## config.mk

```make
export PLATFORM = sky130hd
export DESIGN_NAME = spi_pin_ctrl
export DESIGN_NICKNAME = d
export VERILOG_FILES = /design/src/rtl/spi_pin_pkg.sv /design/src/rtl/spi_pin_regs.sv /design/src/rtl/spi_pin_capture.sv /design/src/rtl/spi_pin_mux.sv /design/src/rtl/spi_pin_ctrl.sv
export SDC_FILE = /design/constraint.sdc
export NUM_CORES = 1
export LEC_CHECK = 0
export BUFFER_PORTS_ARGS = -buffer_cell sky130_fd_sc_hd__clkbuf_2
export CORE_MARGIN = 5
export CORE_UTILIZATION = 43
export DETAILED_ROUTE_END_ITERATION = 10
export PLACE_DENSITY_LB_ADDON = 0.2
export SKIP_CTS_REPAIR_TIMING = 1
export SLEW_MARGIN = 5
export SYNTH_ARGS = -nofsm -noshare
export SYNTH_HDL_FRONTEND = slang
export SYNTH_SLANG_ARGS = --single-unit
export TNS_END_PERCENT = 5
```

## constraint.sdc

```tcl
create_clock -name clk -period 2.4 [get_ports clk]
set_input_delay 0.36 -clock clk [delete_from_list [all_inputs] [get_ports clk]]
set_output_delay 0.36 -clock clk [all_outputs]
set_load 0.02 [all_outputs]
```

## src/rtl/spi_pin_pkg.sv

```systemverilog
package spi_pin_pkg;
  localparam int ADDR_W  = 4;
  localparam int DATA_W  = 32;
  localparam int WIDX_LO = 2;

  typedef enum logic [1:0] {
    WSEL_MODE  = 2'd0,
    WSEL_CTRL  = 2'd1,
    WSEL_PINS  = 2'd2,
    WSEL_CAPT  = 2'd3
  } word_sel_e;

  localparam int BIT_MODE = 0;
  localparam int BIT_DOUT = 0;
  localparam int BIT_SCLK = 8;
  localparam int BIT_CS0  = 16;
endpackage

```

## src/rtl/spi_pin_regs.sv

```systemverilog
module spi_pin_regs
  import spi_pin_pkg::*;
#(
  parameter int NUM_CS = 3
) (
  input  logic              clk,
  input  logic              rst_n,
  input  logic              wr_en,
  input  logic [ADDR_W-1:0] wr_addr,
  input  logic [DATA_W-1:0] wr_data,
  output logic              mode_o,
  output logic [DATA_W-1:0] ctrl_o,
  output logic [DATA_W-1:0] pins_o,
  output logic              sclk_rise_o
);
  localparam logic [DATA_W-1:0] CS_ONES  = DATA_W'((64'd1 << NUM_CS) - 64'd1);
  localparam logic [DATA_W-1:0] PINS_RST = CS_ONES << BIT_CS0;

  logic              mode_q, mode_d, mode_en;
  logic [DATA_W-1:0] ctrl_q, ctrl_d;
  logic [DATA_W-1:0] pins_q, pins_d;
  logic              ctrl_en, pins_en;
  logic              aligned;
  word_sel_e         sel;

  always_comb begin
    aligned = (wr_addr[WIDX_LO-1:0] == '0);
    sel     = word_sel_e'(wr_addr[ADDR_W-1:WIDX_LO]);
    mode_en = wr_en && aligned && (sel == WSEL_MODE);
    ctrl_en = wr_en && aligned && (sel == WSEL_CTRL);
    pins_en = wr_en && aligned && (sel == WSEL_PINS);
    mode_d  = mode_en ? wr_data[BIT_MODE] : mode_q;
    ctrl_d  = ctrl_en ? wr_data : ctrl_q;
    pins_d  = pins_en ? wr_data : pins_q;
    sclk_rise_o = pins_en && mode_q && wr_data[BIT_SCLK] && !pins_q[BIT_SCLK];
  end

  always_ff @(posedge clk or negedge rst_n) begin
    if (!rst_n) begin
      mode_q <= 1'b0;
      ctrl_q <= '0;
      pins_q <= PINS_RST;
    end else begin
      mode_q <= mode_d;
      ctrl_q <= ctrl_d;
      pins_q <= pins_d;
    end
  end

  assign mode_o = mode_q;
  assign ctrl_o = ctrl_q;
  assign pins_o = pins_q;

  // the control word only moves on its own write
  assert_ctrl_hold_R7: assert property (@(posedge clk) disable iff (!rst_n)
    !(wr_en && wr_addr == 4'h4) |=> $stable(ctrl_o));
  assert_ctrl_load_R7: assert property (@(posedge clk) disable iff (!rst_n)
    (wr_en && wr_addr == 4'h4) |=> ctrl_o == $past(wr_data));
  // mode follows bit 0 of its write
  assert_mode_load_R2: assert property (@(posedge clk) disable iff (!rst_n)
    (wr_en && wr_addr == 4'h0) |=> mode_o == $past(wr_data[0]));
endmodule

```

## src/rtl/spi_pin_capture.sv

```systemverilog
module spi_pin_capture #(
  parameter int SHIFT_W     = 32,
  parameter int SYNC_STAGES = 2
) (
  input  logic               clk,
  input  logic               rst_n,
  input  logic               miso_i,
  input  logic               shift_en_i,
  output logic [SHIFT_W-1:0] shift_o
);
  logic               din_s;
  logic [SHIFT_W-1:0] shift_q, shift_d;

  generate
    if (SYNC_STAGES == 0) begin : g_nosync
      assign din_s = miso_i;
    end else begin : g_sync
      logic [SYNC_STAGES-1:0] sync_q;
      always_ff @(posedge clk or negedge rst_n) begin
        if (!rst_n) sync_q <= '0;
        else        sync_q <= {sync_q[SYNC_STAGES-2:0], miso_i};
      end
      assign din_s = sync_q[SYNC_STAGES-1];
    end
  endgenerate

  always_comb begin
    shift_d = shift_en_i ? {shift_q[SHIFT_W-2:0], din_s} : shift_q;
  end

  always_ff @(posedge clk or negedge rst_n) begin
    if (!rst_n) shift_q <= '0;
    else        shift_q <= shift_d;
  end

  assign shift_o = shift_q;

  // a clock rise appends the synchronized bit
  assert_capture_shift_R5: assert property (@(posedge clk) disable iff (!rst_n)
    shift_en_i |=> shift_o == {$past(shift_o[SHIFT_W-2:0]), $past(din_s)});
  // no rise, no movement
  assert_capture_hold_R5: assert property (@(posedge clk) disable iff (!rst_n)
    !shift_en_i |=> $stable(shift_o));
endmodule

```

## src/rtl/spi_pin_mux.sv

```systemverilog
module spi_pin_mux
  import spi_pin_pkg::*;
#(
  parameter int NUM_CS = 3
) (
  input  logic              mode_i,
  input  logic [DATA_W-1:0] pins_i,
  input  logic              eng_sclk_i,
  input  logic              eng_mosi_i,
  input  logic [NUM_CS-1:0] eng_csn_i,
  output logic              sclk_o,
  output logic              mosi_o,
  output logic [NUM_CS-1:0] csn_o
);
  assign sclk_o = mode_i ? pins_i[BIT_SCLK] : eng_sclk_i;
  assign mosi_o = mode_i ? pins_i[BIT_DOUT] : eng_mosi_i;

  generate
    for (genvar n = 0; n < NUM_CS; n++) begin : g_cs
      assign csn_o[n] = mode_i ? pins_i[BIT_CS0+n] : eng_csn_i[n];
    end
  endgenerate
endmodule

```

## src/rtl/spi_pin_ctrl.sv

```systemverilog
module spi_pin_ctrl
  import spi_pin_pkg::*;
#(
  parameter int NUM_CS      = 3,
  parameter int SHIFT_W     = 32,
  parameter int SYNC_STAGES = 2
) (
  input  logic              clk,
  input  logic              rst_n,
  input  logic              wr_en,
  input  logic [ADDR_W-1:0] wr_addr,
  input  logic [DATA_W-1:0] wr_data,
  input  logic [ADDR_W-1:0] rd_addr,
  output logic [DATA_W-1:0] rd_data,
  input  logic              eng_sclk,
  input  logic              eng_mosi,
  input  logic [NUM_CS-1:0] eng_csn,
  input  logic              miso,
  output logic              sclk,
  output logic              mosi,
  output logic [NUM_CS-1:0] csn
);
  logic               mode;
  logic [DATA_W-1:0]  ctrl_w, pins_w;
  logic               sclk_rise;
  logic [SHIFT_W-1:0] capt;
  word_sel_e          rsel;

  spi_pin_regs #(.NUM_CS(NUM_CS)) u_regs (
    .clk(clk), .rst_n(rst_n), .wr_en(wr_en), .wr_addr(wr_addr),
    .wr_data(wr_data), .mode_o(mode), .ctrl_o(ctrl_w), .pins_o(pins_w),
    .sclk_rise_o(sclk_rise)
  );

  spi_pin_capture #(.SHIFT_W(SHIFT_W), .SYNC_STAGES(SYNC_STAGES)) u_capt (
    .clk(clk), .rst_n(rst_n), .miso_i(miso), .shift_en_i(sclk_rise),
    .shift_o(capt)
  );

  spi_pin_mux #(.NUM_CS(NUM_CS)) u_mux (
    .mode_i(mode), .pins_i(pins_w), .eng_sclk_i(eng_sclk),
    .eng_mosi_i(eng_mosi), .eng_csn_i(eng_csn), .sclk_o(sclk),
    .mosi_o(mosi), .csn_o(csn)
  );

  always_comb begin
    rsel    = word_sel_e'(rd_addr[ADDR_W-1:WIDX_LO]);
    rd_data = '0;
    if (rd_addr[WIDX_LO-1:0] == '0) begin
      case (rsel)
        WSEL_MODE: rd_data[BIT_MODE] = mode;
        WSEL_CTRL: rd_data = ctrl_w;
        WSEL_PINS: rd_data = pins_w;
        WSEL_CAPT: rd_data = DATA_W'(capt);
        default:   rd_data = '0;
      endcase
    end
  end

  // a write aimed at the capture offset leaves it untouched
  assert_capt_write_ignored_R8: assert property (@(posedge clk) disable iff (!rst_n)
    (wr_en && wr_addr == 4'hC) |=> $stable(capt));
  // in steady direct mode the clock pin follows the last pin-word write
  assert_sclk_follows_R3: assert property (@(posedge clk) disable iff (!rst_n)
    (mode && wr_en && wr_addr == 4'h8) ##1 mode |-> sclk == $past(wr_data[8]));
endmodule

```

# Yosys cells after proc, flatten, opt, wreduce, memory -nomap -nowiden

Index checks and enable logic that the tools add are counted.

Bits in registers: 99
Latch bits: 0
RAM bits: 0
ROM bits: 0
Input bits: 49
Output and inout port bits: 37
Logic and storage cells: 30
Memories: 0

$add $sub $neg: 0
Multipliers: 0
Divide/modulo/power cells: 0
Order comparisons: 0
Equality and inequality tests: 5
Shifts and indexed selects: 0
Multiplexer cells: 8
Bitwise operators: 0
Reductions and logical operators: 12

Operators by type and width:

| cell               | number |
|---|---|
| $pmux 31 s3        | 1 |
| $mux 32            | 1 |
| $logic_not 2->1    | 4 |
| $logic_and 1x1->1  | 7 |
| $eq 2x2->1 const B | 3 |
| $mux 1             | 5 |
| $eq 2x1->1 const B | 2 |
| $pmux 1 s4         | 1 |
| $logic_not 1->1    | 1 |

# Logic depth before layout (Yosys ltp)

Depth in word-level cells: 6
Gate-level depth with buffers: 5
Gate-level depth less buffers: 3

# Cells and area by module

A second synthesis with hierarchy kept.

Cell total of the unflattened synthesis: 332
Area total of the unflattened synthesis: 4847.1 sq um

Modules (own cells, without submodules):

| module          | times used | cells each | area an instance (sq um) | seq. area each (sq um) |
|---|---|---|---|---|
| spi_pin_regs    | 1          | 143        | 2504.9                   | 1630.3 |
| spi_pin_capture | 1          | 70         | 1395.1                   | 850.8 |
| spi_pin_ctrl    | 1          | 114        | 890.9                    | 0.0 |
| spi_pin_mux     | 1          | 5          | 56.3                     | 0.0 |

# Worst setup path after synthesis

OpenSTA, ideal clock, no wires.

Path type: input -> output
From: input port rd_addr[3]
To: output port rd_data[21]
Arrival: 1.416 ns
Data required time: 2.040 ns
Path slack: 0.624 ns
Stages: 5
Path buffers: 2
Path through: clkbuf_1 -> nor2b_1 -> clkbuf_1 -> a22oi_1 -> nor2_1

Cells in the longest elaborated chain, start to end: 3
Elaborated cells between the ends (all ways): 5
Classes of those cells: eq/ne: 3; mux: 2

RTL lines:

| item                                            | RTL line           | source |
|---|---|---|
| from (decl)                                     | spi_pin_ctrl.sv:13 | `input logic [ADDR_W-1:0] rd_addr,` |
| $eq 2x2->1 / $eq 2x1->1 (equally long branches) | spi_pin_ctrl.sv:50 | `case (rsel)` |
| $pmux 31 s3 *                                   | spi_pin_ctrl.sv:50 |  |
| $mux 32 *                                       | spi_pin_ctrl.sv:49 | `if (rd_addr[WIDX_LO-1:0] == '0) begin` |
| to (decl)                                       | spi_pin_ctrl.sv:14 | `output logic [DATA_W-1:0] rd_data,` |

Every way passes the cells marked *; elsewhere a longest branch is shown, timed or not.

# Final worst setup path

From: register u_regs.mode_q (netlist: u_regs.mode_o)
To: output port rd_data[0]

Cells in the longest elaborated chain, start to end: 2

RTL lines:

| item                   | RTL line           | source |
|---|---|---|
| from (decl)            | spi_pin_regs.sv:19 | `logic mode_q, mode_d, mode_en;` |
| from (signal assigned) | spi_pin_regs.sv:44 | `mode_q <= mode_d;` |
| $pmux 1 s4             | spi_pin_ctrl.sv:50 |  |
| $mux 32                | spi_pin_ctrl.sv:49 |  |

No other way between the ends.

==> key figures <==
Synthesis
  – Main combinational cell family by area after synthesis: multiplexers
  – Synth Cell Area: 0.00458 mm^2
  – XOR/XNOR share of the synthesized area: 0%
  – Mux contribution to synthesized area: 33.2%
  – Seq/Total Area, Yosys: 54.2%
  – Post-synthesis register bit count: 99
  – Compound-gate portion of the synthesized area: 5.20%
  – Number of synthesized flops with an enable pin: 0
  – Count of warnings emitted by yosys: 0
  – Cell count after synthesis: 331
  – Adder-cell share of the synthesized area: 0%
  – Mapped Avg Cell Area: 13.8 um^2
  – Simple-gate share of the synthesized area: 4.48%
  – Unique masters post-synth: 21
  – Async SR Flop Fraction: 100%
  – Syn Nets: 380
  – Synth Flop Type: dfrtp_1

Clocking
  – Root Buffer: clkbuf_8
  – H-tree Lvls: 3
  – Clock Path Buffers: 2
  – Clock Latency Late Sink: 0.36 ns
  – TritonCTS clock tree: yes
  – Clock Pin Slew Worst Setup and Hold Paths: 0.09 ns
  – Cts bufs inserted: 9
  – Clock sinks: 99

Timing
  – Fin worst setup slack: 0.274 ns
  – Slew @ Worst Pin: 0.592 ns
  – Relative slew slack: 60.5%
  – Fin crit share: 88.6%
  – Setup TNS: 0 ns
  – FMAX: 470 MHz
  – RSZ-0062 raised after global routing: no
  – Fin. Hold Viols: 0
  – Setup violators final: 0
  – Final slew viol count: 0
  – Final min period: 2.13 ns
  – Skew final: 0.00692 ns

Cells and area
  – Layout cells sized above 1: 59.7%
  – Filler instances: 931
  – Area delta synth->final: 18.2%
  – Final net count: 466
  – Ant diodes: 0
  – Non-filler cells in the finished layout: 558
  – Cell area after layout: 0.00541 mm^2
  – Commonest non-fill, non-tap cell in the layout: mux2_2
  – Commonest non-fill, non-tap cells in the layout: mux2_2 (132), dfrtp_1 (96), clkbuf_2 (84)

Placed design
  – Setup slack after placement: 0.333 ns
  – Detailed-placement wirelength estimate: 6810 um
  – Placement Cell Area: 0.00519 mm^2
  – Placed Instances: 541
  – Routability cong.: 0.758
  – Buffers on Ports: 85

Setup path
  – CP arrival: 1.77 ns
  – Critical path data required time: 2.04 ns
  – Crit. End Element: output port
  – CP Class: reg -> out
  – CP max FO: 8
  – Worst Setup Start Kind: flop

Floorplanning
  – Core area: 0.0104 mm^2
  – # rows: 37
  – Initial core utilization: 44.1%
  – Die span in x: 113 um
  – IO Pins: 86
  – Die span in y: 113 um
  – Die area: 0.0128 mm^2

Route
  – WL per Instance: 17.6 um
  – Antenna Nets Post-Route: 0
  – Total Wirelength: 9840 um
  – Residual DRC: 0
  – Iteration count of the initial detailed-routing pass: 6
  – DR vias/cell: 5.23
  – Iter 0 DRT Violations: 108
  – Vias: 2918

Pwr
  – Max VDD drop: 462 uV
  – Leakage: 2.60 nW
  – PD cells: 719 mW/mm^2

GRT
  – First-pass GRT wire length: 16500 um
  – Total Routing Usage GR: 16.2%
  – Gr ovfl total: 0
  – Antenna violations before repair: 0
  – Vias in the first global route: 3237
  – Largest net degree at the start of global routing: 45

Hold path
  – Worst Hold Class: in -> reg

Job
  – MaxCap Viol Count: 0

Run status
  – Status: completed
[cell usage after synthesis (3+ instances only)]
cell,n,share of area (%)
mux2_2,132,32
dfrtp_1,96,53
nor2_1,33,2.7
a22oi_1,31,5.1
buf_2,12,1.3
clkbuf_1,8,0.66
buf_6,3,0.74
dfstp_2,3,1.7
[cell families after synthesis]
group / Yosys count
multiplexers: 134
flip-flops: 99
AND/OR/NAND/NOR: 42
AO/OA/AOI/OAI: 32
buffers and inverters: 24
[area by class of cell]
class,count,area [um^2],share of cell area [%]
clock buffer,12,135,2.50
sequential,99,2480,45.9
clock inverter,4,75.1,1.39
timing repair buffer,99,573,10.6
multi-input combinational,208,1970,36.5
tap,136,170,3.15
[path summary, 6_finish.rpt]
check / cells past startpoint / to / startpoint / slack (ns)
max: 3 / rd_data[0] / u_regs.mode_o$_DFFE_PN0P_ / 0.27
max in group asynchronous: 3 / u_capt.shift_o[22]$_DFFE_PN0P_ / rst_n / 1.20
min in group asynchronous: 2 / u_regs.pins_o[5]$_DFFE_PN0P_ / rst_n / 0.51
min reg2reg: 0 / u_capt.g_sync.sync_q[1]$_DFF_PN0_ / u_capt.g_sync.sync_q[0]$_DFF_PN0_ / 0.36
min: 1 / u_capt.g_sync.sync_q[0]$_DFF_PN0_ / miso / 0.11
max reg2reg: 3 / u_capt.shift_o[30]$_DFFE_PN0P_ / u_regs.mode_o$_DFFE_PN0P_ / 0.39
[registers in the layout, indices dropped and copies added (netlist names)]
signal	flops
u_capt.g_sync.sync_q	2
u_regs.ctrl_o	32
u_regs.pins_o	32
u_capt.shift_o	32
u_regs.mode_o	1
[layer usage]
layer,vias to the layer above,global-route usage (%),share of wire [%]
li1,1365,-,-
met1,1475,20.7,45
met2,66,26.7,49
met3,12,4.28,4.0
met4,0,5.69,1.8
met5,-,0,0
[metrics by stage]
step	hold WS (ns)	util (%)	power (mW)
2_1_floorplan	0.0644	-	2.55
3_3_place_gp	0.338	50.0	2.77
3_5_place_dp	0.339	50.0	2.80
4_1_cts	-0.0380	52.1	3.94
5_1_grt	0.0834	52.2	4.10
6_report	0.111	52.2	3.89
[power by group]
group          internal, mW  switching, mW  total, mW
clock network         0.589          0.546       1.14
logic                 0.389          0.291      0.680
registers              1.93          0.143       2.08
[worst max-delay path, cell delays in order (launching register included)]
cell and delay [ns]:
dfrtp_1 0.54, mux4_2 0.52, and2_1 0.18, clkbuf_2 0.16
Power figures use the tool's default switching activity.
